[src/rtl/xbs_pkg.sv]
package xbs_pkg;

   localparam int unsigned OP_ADDR_W = 10;
   localparam int unsigned OP_DATA_W = 8;
   localparam int unsigned SEQ_LEN   = 19;

   typedef struct packed {
      logic                 is_long;
      logic [OP_ADDR_W-1:0] addr;
      logic [OP_DATA_W-1:0] data;
   } wr_op_t;

   typedef enum logic [2:0] {
      ST_HWRST  = 3'd0,
      ST_SETTLE = 3'd1,
      ST_ISSUE  = 3'd2,
      ST_AWAIT  = 3'd3,
      ST_READY  = 3'd4
   } seq_state_t;

   function automatic wr_op_t mk_op(input logic lng, input logic [OP_ADDR_W-1:0] a,
                                    input logic [OP_DATA_W-1:0] d);
      wr_op_t o;
      o.is_long = lng;
      o.addr    = a;
      o.data    = d;
      return o;
   endfunction

   // Fixed start-up list; order is behaviour (RF restart brackets the configuration).
   function automatic wr_op_t op_at(input int unsigned idx);
      case (idx)
         0:  return mk_op(1'b0, 10'h036, 8'h04);
         1:  return mk_op(1'b0, 10'h036, 8'h00);
         2:  return mk_op(1'b0, 10'h036, 8'h00);
         3:  return mk_op(1'b0, 10'h001, 8'hAA);
         4:  return mk_op(1'b0, 10'h002, 8'hAA);
         5:  return mk_op(1'b0, 10'h003, 8'hAA);
         6:  return mk_op(1'b0, 10'h004, 8'hAA);
         7:  return mk_op(1'b0, 10'h00D, 8'h01);
         8:  return mk_op(1'b1, 10'h202, 8'h80);
         9:  return mk_op(1'b1, 10'h203, 8'h00);
         10: return mk_op(1'b1, 10'h206, 8'h80);
         11: return mk_op(1'b1, 10'h208, 8'h10);
         12: return mk_op(1'b0, 10'h03A, 8'h78);
         13: return mk_op(1'b0, 10'h03E, 8'h40);
         14: return mk_op(1'b0, 10'h03F, 8'h00);
         15: return mk_op(1'b1, 10'h200, 8'h00);
         16: return mk_op(1'b0, 10'h000, 8'h01);
         17: return mk_op(1'b0, 10'h036, 8'h04);
         18: return mk_op(1'b0, 10'h036, 8'h00);
         default: return '0;
      endcase
   endfunction

endpackage

[src/rtl/xbs_tick_counter.sv]
module xbs_tick_counter #(
   parameter int unsigned WIDTH = 16
) (
   input  logic             clk,
   input  logic             rst_n,
   input  logic             clear,
   output logic [WIDTH-1:0] count
);

   localparam logic [WIDTH-1:0] CNT_MAX = '1;

   always_ff @(posedge clk or negedge rst_n) begin
      if (!rst_n)                count <= '0;
      else if (clear)            count <= '0;
      else if (count != CNT_MAX) count <= count + 1'b1;
   end

endmodule

[src/rtl/xbs_step_counter.sv]
module xbs_step_counter #(
   parameter int unsigned STEPS = 19,
   localparam int unsigned W    = (STEPS > 1) ? $clog2(STEPS) : 1
) (
   input  logic         clk,
   input  logic         rst_n,
   input  logic         clear,
   input  logic         advance,
   output logic [W-1:0] idx,
   output logic         last
);

   localparam logic [W-1:0] LAST_IDX = W'(STEPS - 1);

   always_ff @(posedge clk or negedge rst_n) begin
      if (!rst_n)                 idx <= '0;
      else if (clear)             idx <= '0;
      else if (advance && !last)  idx <= idx + 1'b1;
   end

   assign last = (idx == LAST_IDX);

   // the step index never leaves the list
   a_r6_idx_in_range: assert property (@(posedge clk) disable iff (!rst_n)
      idx <= LAST_IDX);

endmodule

[src/rtl/xbs_step_rom.sv]
module xbs_step_rom
   import xbs_pkg::*;
#(
   parameter int unsigned IDX_W = 5
) (
   input  logic [IDX_W-1:0] idx,
   output wr_op_t           op
);

   always_comb op = op_at(int'(idx));

endmodule

[src/rtl/xcvr_boot_seq.sv]
module xcvr_boot_seq
   import xbs_pkg::*;
#(
   parameter int unsigned RST_LOW_CYCLES    = 20000,
   parameter int unsigned RST_SETTLE_CYCLES = 20000,
   parameter int unsigned ADDR_W            = 10,
   parameter int unsigned DATA_W            = 8
) (
   input  logic              clk,
   input  logic              rst_n,
   input  logic              start,
   output logic              hw_rst_n,
   output logic              wake,
   output logic              csn_hold,
   output logic              acc_valid,
   output logic              acc_long,
   output logic [ADDR_W-1:0] acc_addr,
   output logic [DATA_W-1:0] acc_data,
   input  logic              acc_ready,
   input  logic              acc_done,
   output logic              init_done
);

   localparam int unsigned MAX_WAIT = (RST_LOW_CYCLES > RST_SETTLE_CYCLES) ?
                                      RST_LOW_CYCLES : RST_SETTLE_CYCLES;
   localparam int unsigned CNT_W    = $clog2(MAX_WAIT + 1);
   localparam int unsigned STEP_W   = $clog2(SEQ_LEN);
   localparam logic [CNT_W-1:0] LOW_LAST    = CNT_W'(RST_LOW_CYCLES - 1);
   localparam logic [CNT_W-1:0] SETTLE_LAST = CNT_W'(RST_SETTLE_CYCLES - 1);

   generate
      if (RST_LOW_CYCLES < 1) begin : g_bad_low
         $error("RST_LOW_CYCLES must be at least 1");
      end
      if (RST_SETTLE_CYCLES < 1) begin : g_bad_settle
         $error("RST_SETTLE_CYCLES must be at least 1");
      end
      if (ADDR_W < OP_ADDR_W) begin : g_bad_addr
         $error("ADDR_W too narrow for the long register space");
      end
      if (DATA_W < OP_DATA_W) begin : g_bad_data
         $error("DATA_W too narrow for a register byte");
      end
   endgenerate

   seq_state_t        state_q, state_d;
   logic [CNT_W-1:0]  tick;
   logic [STEP_W-1:0] step;
   logic              step_last;
   wr_op_t            cur_op;

   xbs_tick_counter #(.WIDTH(CNT_W)) u_tick (
      .clk   (clk),
      .rst_n (rst_n),
      .clear (state_d != state_q),
      .count (tick)
   );

   xbs_step_counter #(.STEPS(SEQ_LEN)) u_step (
      .clk     (clk),
      .rst_n   (rst_n),
      .clear   (state_q == ST_HWRST),
      .advance ((state_q == ST_AWAIT) && acc_done),
      .idx     (step),
      .last    (step_last)
   );

   xbs_step_rom #(.IDX_W(STEP_W)) u_rom (
      .idx (step),
      .op  (cur_op)
   );

   always_comb begin
      state_d = state_q;
      case (state_q)
         ST_HWRST:  if (tick == LOW_LAST)    state_d = ST_SETTLE;
         ST_SETTLE: if (tick == SETTLE_LAST) state_d = ST_ISSUE;
         ST_ISSUE:  if (acc_ready)           state_d = ST_AWAIT;
         ST_AWAIT:  if (acc_done)            state_d = step_last ? ST_READY : ST_ISSUE;
         ST_READY:  if (start)               state_d = ST_HWRST;
         default:                            state_d = ST_HWRST;
      endcase
   end

   always_ff @(posedge clk or negedge rst_n) begin
      if (!rst_n) state_q <= ST_HWRST;
      else        state_q <= state_d;
   end

   assign hw_rst_n  = (state_q != ST_HWRST);
   assign wake      = 1'b1;
   assign csn_hold  = (state_q != ST_ISSUE) && (state_q != ST_AWAIT);
   assign acc_valid = (state_q == ST_ISSUE);
   assign acc_long  = cur_op.is_long;
   assign acc_addr  = ADDR_W'(cur_op.addr);
   assign acc_data  = DATA_W'(cur_op.data);
   assign init_done = (state_q == ST_READY);

   // the reset pulse never outlasts its programmed length
   a_r1_pulse_bounded: assert property (@(posedge clk) disable iff (!rst_n)
      (state_q == ST_HWRST) |-> (tick <= LOW_LAST));

   // no request while the transceiver is held in reset
   a_r2_no_req_in_reset: assert property (@(posedge clk) disable iff (!rst_n)
      !hw_rst_n |-> !acc_valid);

   // chip select is released to the engine whenever a request is up
   a_r3_csn_released: assert property (@(posedge clk) disable iff (!rst_n)
      acc_valid |-> !csn_hold);

   // request held stable until accepted
   a_r4_hold_stable: assert property (@(posedge clk) disable iff (!rst_n)
      (acc_valid && !acc_ready) |=> (acc_valid && $stable(acc_long) &&
                                     $stable(acc_addr) && $stable(acc_data)));

   // request withdrawn right after acceptance
   a_r4_drop_after_accept: assert property (@(posedge clk) disable iff (!rst_n)
      (acc_valid && acc_ready) |=> !acc_valid);

   // no new request until completion is seen
   a_r5_wait_done: assert property (@(posedge clk) disable iff (!rst_n)
      (!acc_valid && !csn_hold && !acc_done) |=> !acc_valid);

   // completion is sticky until a relaunch
   a_r7_done_sticky: assert property (@(posedge clk) disable iff (!rst_n)
      (init_done && !start) |=> init_done);

endmodule

[config.mk]
export PLATFORM = sky130hd
export DESIGN_NAME = xcvr_boot_seq
export DESIGN_NICKNAME = d
export VERILOG_FILES = /design/src/rtl/xbs_pkg.sv /design/src/rtl/xbs_tick_counter.sv /design/src/rtl/xbs_step_counter.sv /design/src/rtl/xbs_step_rom.sv /design/src/rtl/xcvr_boot_seq.sv
export SDC_FILE = /design/constraint.sdc
export NUM_CORES = 1
export LEC_CHECK = 0
export BUFFER_PORTS_ARGS = -buffer_cell sky130_fd_sc_hd__buf_4
export CAP_MARGIN = 20
export CORE_ASPECT_RATIO = 0.9
export CORE_MARGIN = 5
export CORE_UTILIZATION = 60
export CTS_CLUSTER_SIZE = 24
export DETAILED_ROUTE_END_ITERATION = 8
export HOLD_SLACK_MARGIN = 0.05
export PLACE_DENSITY = 0.84
export SLEW_MARGIN = 25
export SYNTH_ARGS = -nofsm -noshare
export SYNTH_HDL_FRONTEND = slang
export SYNTH_SLANG_ARGS = --single-unit
[constraint.sdc]
create_clock -name clk -period 5.9 [get_ports clk]
set_input_delay 0.885 -clock clk [delete_from_list [all_inputs] [get_ports clk]]
set_output_delay 0.885 -clock clk [all_outputs]
set_load 0.01 [all_outputs]
==> reports/metrics.yaml, run 1 <==
place_congestion: 0.8743
synthFlopType: "dfrtp_1"
critPathRequiredTime_ns: 5.02
via_per_inst: 6.155
tritoncts: "built"
synth_area_leader_cell: "dfrtp_1"
finClkSkew_ns: 0.02255
antenna_found_initial: 0
yosys_register_bits: 23
htreeDepth: 1
yosys_warnings: 0
crit_path_start_kind: "flop"
cts_setup_buffers: 0
synth_cells: 200
dp_hpwl_um: 2865
clk_path_buf_depth: 2
clockRootBuffer: "clkbuf_4"
die_w_um: 65.89
vdd_drop_max_mv: 0.2035
multi_input_area_sq_um: 974.7
drv_cap: 0
clk_latency_ns: 0.32
hold_class: "primary input to async pin"
fmaxAchievable_mhz: 353.1
finalPower_mw: 0.8101
antenna_cells: 0
first_pass_iters: 4
ant_nets: 0
seqCellArea_sq_um: 575.6
setup_violations: 0
outcome: "complete, no violations"
routedWlPerCell_um: 14.89
die_height_um: 60.30
synth_cell_types: 47
grt.overflow.total: 0
ys_top_cells_by_area: "dfrtp_1 (34%), ha_1 (5.9%), a21oi_1 (4.7%)"
ctsHoldBuffers: 0
cts_resized: 0
coreArea_sq_um: 2725
post-route-period-util_pct: 48.00
vias: 1545
drive_gt1_share_pct: 15.64
synth_common_cells: "dfrtp_1 (23), nor2_1 (17), a21oi_1 (16)"
grt_pass1_wl_um: 6437
cp_max_fo: 14
p_leak_nw: 0.7514
initial_core_util_pct: 61.89
grtUsageTotal_pct: 21.03
drt-total-wl_um: 3738
grt_pass1_vias: 1486
io_pins: 29
grt_max_degree: 24
fin_hold_ws_ns: 0.4259
tightest_slew_ns: 0.7159
drtIter0Drc: 96
yosysMostFrequentCell: "dfrtp_1"
slew_viol_final: 0
path_class: "flop to primary output"
postSynthAreaPerCell_sq_um: 8.433
netlist_area_sq_um: 1687
cts_made_buffers: 3
hold_viol: 0
synth-seq-area-share_pct: 34.12
synthArstFlopShare_pct: 100.0
synth_top_area_share_pct: 34.12
cts.sinks: 23
rsz0062_at_grt: "false"
min_period_ns: 2.832
crit_path_end_kind: "primary output"
rows: 18
drcViolationCount: 0
synthToLayoutAreaGrowth_pct: 8.976
fin_tns_setup_ns: 0
relSlewSlack_pct: 51.83
synth_edf_count: 0
final_nets: 225
port_buffers: 24
fp.dieArea_sq_um: 3973
cp.arrival_ns: 1.95
p_per_area_nw_per_um2: 440.8
clkTransAtPathRegs_ns: 0.14
fill_cells: 226
area by class of cell:
| class | instances | area share (%) |
|---|---|---|
| Clock buffer | 3 | 1.225 |
| Clock inverter | 1 | 0.2723 |
| Inverter | 8 | 1.634 |
| Multi-Input combinational cell | 152 | 53.03 |
| Sequential cell | 23 | 31.31 |
| Tap cell | 40 | 2.723 |
| Timing Repair Buffer | 24 | 9.803 |
stage by stage:
| stage | instance area, sq um | utilization (%) | cells | worst slack, ns |
|---|---|---|---|---|
| after CTS | 1838 | 67.45 | 251 | 3.057 |
| after detailed placement | 1810 | 66.44 | 247 | 3.419 |
| after global placement | 1810 | 66.44 | 247 | 3.479 |
| after global routing | 1838 | 67.45 | 251 | 2.855 |
| final | 1838 | 67.45 | 251 | 3.068 |
| after floorplan | 1694 | - | 202 | 3.456 |
cells by family (layout without fill, tap and decap cells):
group                    after synthesis  in the layout  share of synthesized area [%]
adder cells (fa/ha/maj)                8              8                          5.935
flip-flops                            23             23                          34.12
AND/OR/NAND/NOR                       86             86                          27.30
XOR/XNOR                               4              4                          2.078
buffers and inverters                 27             36                          8.531
multiplexers                           5              5                          3.709
other                                  2              4                         0.4453
AO/OA/AOI/OAI                         45             45                          17.88
cells in the final DEF, fill, tap and decap left out, types with 4 or more instances in the layout:
| cell | netlist | routed |
|---|---|---|
| buf_4 | 7 | 24 |
| conb_1 | 2 | 4 |
| o21ai_0 | 7 | 7 |
| nor3_1 | 9 | 9 |
| nand3_1 | 11 | 11 |
| a21oi_1 | 16 | 16 |
| nor2_1 | 17 | 17 |
| nand2b_1 | 4 | 4 |
| nand4_1 | 4 | 4 |
| o31ai_1 | 4 | 4 |
| or4_1 | 5 | 5 |
| mux2i_1 | 4 | 4 |
| inv_1 | 8 | 8 |
| nand2_1 | 14 | 14 |
| ha_1 | 8 | 8 |
| or3_1 | 8 | 8 |
| dfrtp_1 | 23 | 23 |
final timing paths:
| kind | from | to | slack [ns] | cells past startpoint |
|---|---|---|---|---|
| setup / recovery | u_step.idx[2] | acc_addr[2] | 3.07 | 6 |
| hold / removal | rst_n | u_step.idx[4] | 0.43 | 1 |
| setup reg to reg | state_q[1] | u_tick.count[2] | 3.62 | 4 |
| hold reg to reg | u_tick.count[13] | u_tick.count[13] | 0.55 | 1 |
| max in group asynchronous | rst_n | u_tick.count[1] | 5.21 | 1 |
| min in group clk | u_tick.count[13] | u_tick.count[13] | 0.55 | 1 |
sequential cells by signal, indices dropped and copies added, names as in the netlist:
name          cells
state_q           3
u_step.idx        5
u_tick.count     15
report_power, final:
group	internal (mW)	switching (mW)
Sequential	0.187	0.0757
Combinational	0.234	0.240
Clock	0.0253	0.0479
per-layer routing:
metal  global-route usage [%]  vias up  routed length [um]
met5                        0        -                   0
met4                    8.876        0                  19
met3                    4.511        2                 298
met2                    37.71       52                1885
met1                    24.47      742                1534
li1                         -      749                   -
critical path, cell delays in order (launching register included):
cell and delay (ns):
dfrtp_1 0.65, inv_1 0.19, ha_1 0.26, a211oi_1 0.19, a311o_1 0.16, nand2_1 0.06, buf_4 0.14
(Power assumes the default switching activity.)
==> run 2: changes to the inputs <==
--- a/config.mk
+++ b/config.mk
@@ -9,11 +9,11 @@
 export CAP_MARGIN = 20
 export CORE_ASPECT_RATIO = 0.9
 export CORE_MARGIN = 5
-export CORE_UTILIZATION = 60
+export CORE_UTILIZATION = 50
 export CTS_CLUSTER_SIZE = 24
 export DETAILED_ROUTE_END_ITERATION = 8
 export HOLD_SLACK_MARGIN = 0.05
-export PLACE_DENSITY = 0.84
+export PLACE_DENSITY = 0.74
 export SLEW_MARGIN = 25
 export SYNTH_ARGS = -nofsm -noshare
 export SYNTH_HDL_FRONTEND = slang
==> constraint.sdc (replaced) <==
create_clock -name clk -period 2.54 [get_ports clk]
set_input_delay 0.381 -clock clk [delete_from_list [all_inputs] [get_ports clk]]
set_output_delay 0.381 -clock clk [all_outputs]
set_load 0.01 [all_outputs]
==> run 2 against run 1 <==
  * Cell count up 2.8%
  * Sequential share of layout area down 0.79 points
  * Critical path type unchanged
  * Global-route usage down 4.1 points
  * Worst hold slack worse by 0.038 ns
  * Via count up 1.4%
  * First-iteration DRC count up 76%
  * Combinational power up 140%
  * Largest power group unchanged
  * Clock power rose to 3.1 times the previous value
  * Final area up 2.6%
  * Wire length up 2.0%
  * Die area up 17%
  * Highest routed layer unchanged
  * Total power up 140%
==> reports/metrics.yaml, run 2 (synthesized netlist as in run 1, its figures left out) <==
cp_max_fo: 14  # unchanged
cts_resized: 0  # unchanged
worstRegToRegCells: 4  # unchanged
final_nets: 228  # +1.3%
ant_nets: 0  # unchanged
port_buffers: 24  # unchanged
initial_core_util_pct: 51.06  # -11 points
routedWlPerCell_um: 14.77  # -0.81%
final_common_cell: "buf_4"
crit_path_end_kind: "primary output"
hold_viol: 0  # unchanged
path_delay_family: "flip-flops"
antenna_found_initial: 0  # unchanged
io_pins: 29  # unchanged
cts.sinks: 23  # unchanged
clk_latency_ns: 0.26  # -0.06 ns
path_cells: "inv_1 -> ha_1 -> a211oi_1 -> a311o_1 -> nand2_1 -> buf_4"
post-route-period-util_pct: 91.47
reg2reg_from: "state_q[1]"
p_leak_nw: 0.7711  # +2.6%
crit_cells: 6  # unchanged
cp.arrival_ns: 1.94  # about the same
vias: 1567  # +1.4%
slew_viol_final: 0  # unchanged
tritoncts: "built"
endpoint: "acc_addr[2]"
fin_tns_setup_ns: 0  # unchanged
place_congestion: 0.9058  # +3.6%
htreeDepth: 1  # unchanged
setup_violations: 0  # unchanged
finalPower_mw: 1.952  # +140%
rows: 20  # +2
r2r_slack_ns: 0.32  # -3.30 ns
min_period_ns: 2.323
antenna_cells: 0  # unchanged
clockRootBuffer: "clkbuf_8"
relSlewSlack_pct: 40.20  # -12 points
ctsHoldBuffers: 1  # +1
fmaxAchievable_mhz: 430.4
reg_top3: "u_tick.count: 15 flops, u_step.idx: 5 flops, state_q: 3 flops"
via_per_inst: 6.074  # -1.3%
max_stage_delay_ns: 0.65  # about the same
drtIter0Drc: 169  # +76%
coreArea_sq_um: 3303  # +21%
drive_gt1_share_pct: 15.89  # +0.25 points
crit_buf_inv: 2  # unchanged
grtUsageTotal_pct: 16.97  # -4.1 points
crit_path_start_kind: "flop"
synthToLayoutAreaGrowth_pct: 11.80
rr_endpoint: "u_tick.count[2]"
clkTransAtPathRegs_ns: 0.08  # -0.06 ns
grt.overflow.total: 0  # unchanged
grt_pass1_vias: 1414  # -4.8%
hold_class: "primary input to flop"
regMostFlops: "u_tick.count"
critPathRequiredTime_ns: 2.16  # -2.86 ns
cpMaxStageDelayCell: "dfrtp_1"
cp-startpoint: "u_step.idx[2]"
cts_made_buffers: 3  # unchanged
first_pass_iters: 4  # unchanged
fp.dieArea_sq_um: 4636  # +17%
die_height_um: 65.10  # +8.0%
grt_max_degree: 24  # unchanged
tightest_slew_ns: 0.8888  # +0.1729 ns
dp_hpwl_um: 2770  # -3.3%
cts_setup_buffers: 0  # unchanged
outcome: "complete, no violations"
drcViolationCount: 0  # unchanged
vdd_drop_max_mv: 0.4428  # +120%
clk_path_buf_depth: 2  # unchanged
drv_cap: 0  # unchanged
rsz0062_at_grt: "false"
drt-total-wl_um: 3811  # +2.0%
p_per_area_nw_per_um2: 1035  # +130%
die_w_um: 71.22  # +8.1%
finClkSkew_ns: 0.003082  # -0.01947 ns
final_cell_mix: "buf_4 (26), dfrtp_1 (23), nor2_1 (17)"
largest_register_ff_count: 15  # unchanged
path_class: "flop to primary output"
grt_pass1_wl_um: 6479  # +0.65%
[run 2: cell types whose count changed in the layout (fill, tap and decap cells not counted), sizes merged]
cell	delta
buf	+2
clkbuf	+1
clkinv	-1
dlygate4sd3	+1
[run 2: through the flow]
| stage | setup slack [ns] | hold slack [ns] | instance area (sq um) | std cells | util (%) |
|---|---|---|---|---|---|
| 5_1_grt | 0.02739 | 0.3898 | 1886 | 258 | 57.08 |
| 4_1_cts | 0.2275 | 0.3899 | 1886 | 258 | 57.08 |
| 3_3_place_gp | 0.3789 | 0.2883 | 1831 | 253 | 55.42 |
| 2_1_floorplan | 0.4948 | 0.08541 | 1694 | 202 | - |
| 3_5_place_dp | 0.3342 | 0.2924 | 1831 | 253 | 55.42 |
| 6_report | 0.2167 | 0.3882 | 1886 | 258 | 57.08 |
[run 2: worst min path at each step]
stage,slack (ns),startpoint,depth (start not counted),to
2_1_floorplan,0.09,rst_n,0,state_q[0]
3_3_place_gp,0.29,rst_n,1,u_tick.count[14]
3_5_place_dp,0.29,rst_n,1,u_tick.count[14]
4_1_cts,0.39,start,3,state_q[2]
5_1_grt,0.39,start,3,state_q[2]
6_report,0.39,start,3,state_q[2]
[run 2: power breakdown]
part / switching (mW) / leakage (nW) / internal, mW
sequential: 0.150 / 0.305 / 0.435
combinational: 0.583 / 0.444 / 0.556
clock: 0.116 / 0.0228 / 0.112
total: 0.849 / 0.771 / 1.10
[run 2: worst min-delay path, delay by kind of cell]
| family | cells | cell delay (ns) |
|---|---|---|
| compound gates | 1 | 0.11 |
| buf+inv | 2 | 0.12 |
[run 2: final cells by class]
cell class              instances  area (sq um)
multi-input cells             152         974.7
flip-flops and latches         23         575.6
fillers                       316          1418
inverters                       8         30.03
clock buffers                   4         45.04
repair buffers                 27         205.2
well taps                      44         55.05
[run 2: per-layer routing]
metal,GRT usage (%),vias up,routed length [um]
met3,4.434,2,326
met5,0,-,0
li1,-,755,-
met4,3.052,0,14
met2,26.38,68,1718
met1,24.01,742,1752
